### config.mk
export PLATFORM = sky130hd
export DESIGN_NAME = speed_switch_ctrl
export DESIGN_NICKNAME = d
export VERILOG_FILES = /design/src/rtl/spdsw_pkg.sv /design/src/rtl/spdsw_ctrl_reg.sv /design/src/rtl/spdsw_pause.sv /design/src/rtl/spdsw_clk_en.sv /design/src/rtl/speed_switch_ctrl.sv
export SDC_FILE = /design/constraint.sdc
export NUM_CORES = 1
export LEC_CHECK = 0
export ABC_AREA = 1
export BUFFER_PORTS_ARGS = -buffer_cell sky130_fd_sc_hd__buf_2
export CAP_MARGIN = 10
export CORE_MARGIN = 1
export CORE_UTILIZATION = 35
export CTS_BUF_LIST = sky130_fd_sc_hd__clkbuf_8
export DETAILED_ROUTE_END_ITERATION = 6
export PLACE_DENSITY = 0.58
export SLEW_MARGIN = 20
export SYNTH_ARGS = -nofsm -noshare
export SYNTH_HDL_FRONTEND = slang
export SYNTH_SLANG_ARGS = --single-unit
### constraint.sdc
create_clock -name clk -period 3.5 [get_ports clk]
set_clock_uncertainty 0.05 [all_clocks]
set_input_delay 0.175 -clock clk [delete_from_list [all_inputs] [get_ports clk]]
set_output_delay 0.175 -clock clk [all_outputs]
set_load 0.05 [all_outputs]
### src/rtl/spdsw_pkg.sv
package spdsw_pkg;
   typedef enum int unsigned {
      DOM_CPU  = 0,
      DOM_TMR  = 1,
      DOM_SER  = 2,
      DOM_OAM  = 3,
      DOM_VID  = 4,
      DOM_VDMA = 5,
      DOM_AUD  = 6
   } dom_e;

   localparam int unsigned N_DOM = 7;
   // domains that follow the selected speed
   localparam logic [N_DOM-1:0] DOM_SCALED = 7'b000_1111;
   // domains frozen during the settling pause
   localparam logic [N_DOM-1:0] DOM_HALTED = 7'b000_0011;
endpackage

### src/rtl/spdsw_ctrl_reg.sv
module spdsw_ctrl_reg (
   input  logic clk,
   input  logic rst_n,
   input  logic wr_en,
   input  logic wr_arm,
   input  logic stop_i,
   input  logic halt_i,
   output logic trig_o,
   output logic speed_o,
   output logic arm_o
);
   logic speed_q, arm_q;

   assign trig_o  = stop_i & arm_q & ~halt_i;
   assign speed_o = speed_q;
   assign arm_o   = arm_q;

   always_ff @(posedge clk) begin
      if (!rst_n) begin
         speed_q <= 1'b0;
         arm_q   <= 1'b0;
      end else if (trig_o) begin
         speed_q <= ~speed_q;
         arm_q   <= 1'b0;
      end else if (wr_en) begin
         arm_q   <= wr_arm;
      end
   end

   a_r3_speed_moves_on_trig: assert property (@(posedge clk) disable iff (!rst_n)
      (speed_q != $past(speed_q)) |-> $past(trig_o));
   a_r3_arm_clears: assert property (@(posedge clk) disable iff (!rst_n)
      trig_o |=> !arm_q);
   a_r4_unarmed_stop_keeps_speed: assert property (@(posedge clk) disable iff (!rst_n)
      (stop_i && !arm_q) |=> $stable(speed_q));
endmodule

### src/rtl/spdsw_pause.sv
module spdsw_pause #(
   parameter int unsigned PAUSE_CLKS = 8200
) (
   input  logic clk,
   input  logic rst_n,
   input  logic trig_i,
   output logic halt_o
);
   localparam int unsigned CNT_W = (PAUSE_CLKS > 1) ? $clog2(PAUSE_CLKS) : 1;

   generate
      if (PAUSE_CLKS < 2) begin : g_bad_pause
         $error("PAUSE_CLKS must be at least 2");
      end
   endgenerate

   logic [CNT_W-1:0] cnt_q;
   logic             halt_q;

   assign halt_o = halt_q;

   always_ff @(posedge clk) begin
      if (!rst_n) begin
         halt_q <= 1'b0;
         cnt_q  <= '0;
      end else if (trig_i && !halt_q) begin
         halt_q <= 1'b1;
         cnt_q  <= CNT_W'(PAUSE_CLKS - 1);
      end else if (halt_q) begin
         if (cnt_q == '0) halt_q <= 1'b0;
         else             cnt_q  <= cnt_q - 1'b1;
      end
   end

   a_r5_halt_follows_trig: assert property (@(posedge clk) disable iff (!rst_n)
      trig_i |=> halt_q);
   a_r9_release_by_count: assert property (@(posedge clk) disable iff (!rst_n)
      $fell(halt_q) |-> ($past(cnt_q) == '0));
endmodule

### src/rtl/spdsw_clk_en.sv
module spdsw_clk_en
   import spdsw_pkg::*;
#(
   parameter int unsigned NORM_PERIOD = 4
) (
   input  logic             clk,
   input  logic             rst_n,
   input  logic             speed_i,
   input  logic             halt_i,
   output logic [N_DOM-1:0] en_o
);
   localparam int unsigned PH_W = (NORM_PERIOD > 1) ? $clog2(NORM_PERIOD) : 1;
   localparam int unsigned HALF = NORM_PERIOD / 2;

   generate
      if (NORM_PERIOD < 2 || (NORM_PERIOD % 2) != 0) begin : g_bad_period
         $error("NORM_PERIOD must be even and at least 2");
      end
   endgenerate

   logic [PH_W-1:0] ph_q;
   logic            base_tick, fast_tick;

   always_ff @(posedge clk) begin
      if (!rst_n)                             ph_q <= '0;
      else if (ph_q == PH_W'(NORM_PERIOD - 1)) ph_q <= '0;
      else                                    ph_q <= ph_q + 1'b1;
   end

   assign base_tick = (ph_q == PH_W'(NORM_PERIOD - 1));
   assign fast_tick = base_tick | (ph_q == PH_W'(HALF - 1));

   for (genvar i = 0; i < N_DOM; i++) begin : g_dom
      logic tick;
      if (DOM_SCALED[i]) begin : g_scaled
         assign tick = speed_i ? fast_tick : base_tick;
      end else begin : g_fixed
         assign tick = base_tick;
      end
      if (DOM_HALTED[i]) begin : g_gated
         assign en_o[i] = tick & ~halt_i;
      end else begin : g_free
         assign en_o[i] = tick;
      end
   end
endmodule

### src/rtl/speed_switch_ctrl.sv
module speed_switch_ctrl
   import spdsw_pkg::*;
#(
   parameter int unsigned NORM_PERIOD = 4,
   parameter int unsigned PAUSE_CLKS  = 8200,
   parameter int unsigned SPEED_BIT   = 7,
   parameter int unsigned ARM_BIT     = 0
) (
   input  logic       clk,
   input  logic       rst_n,
   input  logic       reg_wr,
   input  logic [7:0] reg_wdata,
   output logic [7:0] reg_rdata,
   input  logic       stop_strobe,
   output logic       speed_dbl,
   output logic       cpu_halt,
   output logic       cpu_en,
   output logic       timer_en,
   output logic       serial_en,
   output logic       oamdma_en,
   output logic       video_en,
   output logic       vramdma_en,
   output logic       audio_en
);
   localparam int unsigned REG_W = 8;

   generate
      if (SPEED_BIT >= REG_W || ARM_BIT >= REG_W || SPEED_BIT == ARM_BIT) begin : g_bad_bits
         $error("SPEED_BIT and ARM_BIT must be distinct positions inside the register");
      end
   endgenerate

   logic             trig, speed, arm, halt;
   logic [N_DOM-1:0] en;

   spdsw_ctrl_reg u_reg (
      .clk     (clk),
      .rst_n   (rst_n),
      .wr_en   (reg_wr),
      .wr_arm  (reg_wdata[ARM_BIT]),
      .stop_i  (stop_strobe),
      .halt_i  (halt),
      .trig_o  (trig),
      .speed_o (speed),
      .arm_o   (arm)
   );

   spdsw_pause #(.PAUSE_CLKS(PAUSE_CLKS)) u_pause (
      .clk    (clk),
      .rst_n  (rst_n),
      .trig_i (trig),
      .halt_o (halt)
   );

   spdsw_clk_en #(.NORM_PERIOD(NORM_PERIOD)) u_en (
      .clk     (clk),
      .rst_n   (rst_n),
      .speed_i (speed),
      .halt_i  (halt),
      .en_o    (en)
   );

   always_comb begin
      reg_rdata            = '1;
      reg_rdata[SPEED_BIT] = speed;
      reg_rdata[ARM_BIT]   = arm;
   end

   assign speed_dbl  = speed;
   assign cpu_halt   = halt;
   assign cpu_en     = en[DOM_CPU];
   assign timer_en   = en[DOM_TMR];
   assign serial_en  = en[DOM_SER];
   assign oamdma_en  = en[DOM_OAM];
   assign video_en   = en[DOM_VID];
   assign vramdma_en = en[DOM_VDMA];
   assign audio_en   = en[DOM_AUD];

   a_r6_timer_frozen: assert property (@(posedge clk) disable iff (!rst_n)
      cpu_halt |-> (!timer_en && !cpu_en));
   a_r8_video_spaced: assert property (@(posedge clk) disable iff (!rst_n)
      video_en |=> !video_en);
   a_r7_serial_spaced: assert property (@(posedge clk) disable iff (!rst_n)
      serial_en |=> !serial_en);
   a_r9_stop_ignored_in_pause: assert property (@(posedge clk) disable iff (!rst_n)
      (cpu_halt && stop_strobe) |=> $stable(speed_dbl));
endmodule

==> summary.md <==
| Metric | Value |
|---|---|
| Status | finished, final reports clean |
| EDFF count, synth | 0 |
| Switch Pwr | 0.000209 W |
| Root buffer cell | clkbuf_8 |
| Crit path capture type | output port |
| Max FO, Critical Path | 6 |
| Post-CTS Setup Bufs | 0 |
| Final Max Slew Viols | 0 |
| Yosys top cell by area | dfxtp_1 |
| Area grow syn2layout | 7.16% |
| Worst Path Required | 3270 ps |
| Wire per inst | 9.42 microns |
| Via count | 979 |
| Fmax achieved | 621 MHz |
| Synth Flop Type | dfxtp_1 |
| CTS-repair resized insts | 0 |
| Hold_buf cts | 0 |
| Total clock sinks | 19 |
| Sequential area share after synthesis | 0.320 |
| Buffers on Ports | 15 |
| Top-area cell type share of the netlist area | 0.320 |
| Hold Crit Class | in -> reg |
| Worst skew pair latency | 260 ps |
| Tcrit/Tclk final | 0.460 |
| Core Rows | 20 |
| Synth top area cells | dfxtp_1 32%, nand2_1 11%, buf_4 7.6% |
| Filler cells | 328 |
| First-pass GRT wire length | 3310 microns |
| Die area | 3630 sq um |
| VDD IR max | 0.232 mV |
| WS Path Type | reg -> out |
| Initial antenna violation count | 0 |
| # IOs | 29 |
| P per Cell Area | 444 nW/um^2 |
| Core Area | 3130 sq um |
| Gr usage total | 0.125 |
| Crit path DAT | 1380 ps |
| Synth Cell Area | 1190 sq um |
| Diodes inserted | 0 |
| Largest net degree at the start of global routing | 16 |
| CP max-delay cell | dfxtp_1 |
| Layout cell share with drive strength beyond 1 | 0.227 |
| DR iter-0 viols | 24 |
| Most instantiated library cell after synthesis | nand2_1 |
| Final-report setup violation count | 0 |
| Gr ovfl total | 0 |
| Final Non-Filler Cells | 220 |
| Max Cap Viol | 0 |
| Routability Congestion | 0.766 |
| Number of global-route vias before repair | 813 |
| Syn Inst Count | 165 |
| Setup_tns | 0 ps |
| Fin. Hold Viols | 0 |
| Drc violations | 0 |
| Combinational Power Share | 0.306 |
| Top cells by count, synth | 35 x nand2_1, 20 x inv_1, 19 x dfxtp_1, 19 x nor2_1, 12 x buf_4 |
| CTS clk-pin slew, worst paths | 70 ps |
| Vias/cell | 4.45 |
| Crit path time final | 1610 ps |
| Clk pwr share | 0.273 |
| CTS tree | done |
| CP startpoint kind | register |
| Synth warn | 0 |
| H-tree depth | 1 |
| Post-Route WL | 2070 microns |
| CTS Buffer Depth | 2 |
| RSZ-0062 raised after global routing | no |
| Flop pwr share | 0.421 |
| Distinct cells, synth | 26 |
| FF+latch count, synth | 19 |
| Flop2flop setup slack | 1920 ps |
| Async set-reset flop share out of synthesis | 0 |
| Total CTS buffers | 3 |
| Worst Path Buf+Inv | 2 |
| Fin nets | 193 |
| Placed insts | 216 |
| Switching share of total power | 0.370 |
| Detail Route Antenna Nets | 0 |
| Cell family with most CP delay | flip-flops |
| Initial Util | 0.380 |
| DR pass1 iterations | 4 |
| Syn Area/Cell | 7.20 sq um |
| Slowest cell delay on critical path | 360 ps |
| Die width | 60.3 microns |
| Die Y | 60.3 microns |
| CP Cell Sequence | ha_1, inv_1, a21oi_1, buf_2 |
| P_int | 0.000356 W |
| P_leak | 0.614 nW |
| HPWL after detailed placement | 1550 microns |
==> logic make-up (layout without fill, tap and decap cells) <==
| group | Yosys count | count (layout) | share of synthesized area |
|---|---|---|---|
| adders and majority gates | 4 | 4 | 0.0421 |
| DFF | 19 | 19 | 0.320 |
| other | 1 | 6 | 0.00315 |
| buffers and inverters | 37 | 43 | 0.168 |
| xor gates and xnor gates | 4 | 4 | 0.0295 |
| muxes | 1 | 1 | 0.00842 |
| and+or+nand+nor | 81 | 81 | 0.346 |
| AOI/OAI and AO/OA | 18 | 18 | 0.0821 |
==> flip-flops by register name, summed over array words and instances (netlist names) <==
signal          cells
u_reg.speed_o       1
u_en.ph_q           2
u_pause.cnt_q      14
u_pause.halt_o      1
u_reg.arm_o         1
==> placed cells by master (no fill, tap or decap) <==
master	count
nand2_1	35
inv_1	20
nor2_1	19
dfxtp_1	19
buf_2	15
a21oi_1	10
nand3_1	8
conb_1	6
nor2_2	5
o21ai_1	5
inv_2	4
xor2_1	4
ha_1	4
clkbuf_8	3
nand2_2	2
nor2_4	2
nand3_2	2
nor3_1	2
o21ai_0	2
nor3b_2	2
nand2_4	1
nand2_8	1
a31oi_2	1
mux2i_1	1
nand4_1	1
nor3_2	1
clkinv_2	1
==> power groups by stage <==
| stage | registers [W] | clock network (W) | logic, W |
|---|---|---|---|
| after floorplan | 0.000245 | 0 | 0.000155 |
| after CTS | 0.000238 | 0.000159 | 0.000174 |
| after global routing | 0.000240 | 0.000165 | 0.000193 |
| final | 0.000238 | 0.000154 | 0.000173 |
| after detailed placement | 0.000243 | 0 | 0.000173 |
| after global placement | 0.000243 | 0 | 0.000171 |
==> worst paths after layout <==
check | endpoint | cells past startpoint | from
worst max-delay path | timer_en | 4 | u_en.ph_q[0]$_SDFF_PP0_
worst min-delay path | u_reg.arm_o$_SDFFE_PP0P_ | 3 | reg_wdata[0]
worst max register to register | u_pause.cnt_q[8]$_SDFFE_PP0P_ | 7 | u_pause.cnt_q[0]$_SDFFE_PN0P_
worst min register to register | u_pause.cnt_q[12]$_SDFFE_PP0P_ | 2 | u_pause.cnt_q[12]$_SDFFE_PP0P_
==> cell type report <==
class                      instances  area (sq um)  area share
timing repair buffer              15          75.1      0.0589
multi-input combinational        114           627       0.492
clock inverter                     1          5.00     0.00393
clock buffer                       3          41.3      0.0324
inverter                          24          90.1      0.0707
tap                               44          55.1      0.0432
sequential                        19           380       0.299
==> routing by layer <==
metal	global-route usage	routed length, microns	vias to the layer above
li1	-	-	516
met1	0.152	984	432
met2	0.207	961	29
met3	0.0455	117	2
met4	0.0299	10	0
met5	0	0	-
==> worst min-delay path, cell delays in order <==
cell     delay, ps
buf_2           70
mux2i_1         50
nor2_1          70
==> per-stage QoR <==
step	worst slack, ps	instance area, sq um	power (W)	hold WS [ps]	utilization
global route	1750	1270	0.000599	102	0.407
detailed placement	1930	1230	0.000417	366	0.392
finish	1890	1270	0.000566	93.4	0.407
global placement	1940	1230	0.000414	363	0.392
CTS	1870	1270	0.000572	95.6	0.407
floorplan	1080	1210	0.000400	223	-
Note: power is estimated with default switching activity, not from simulation.
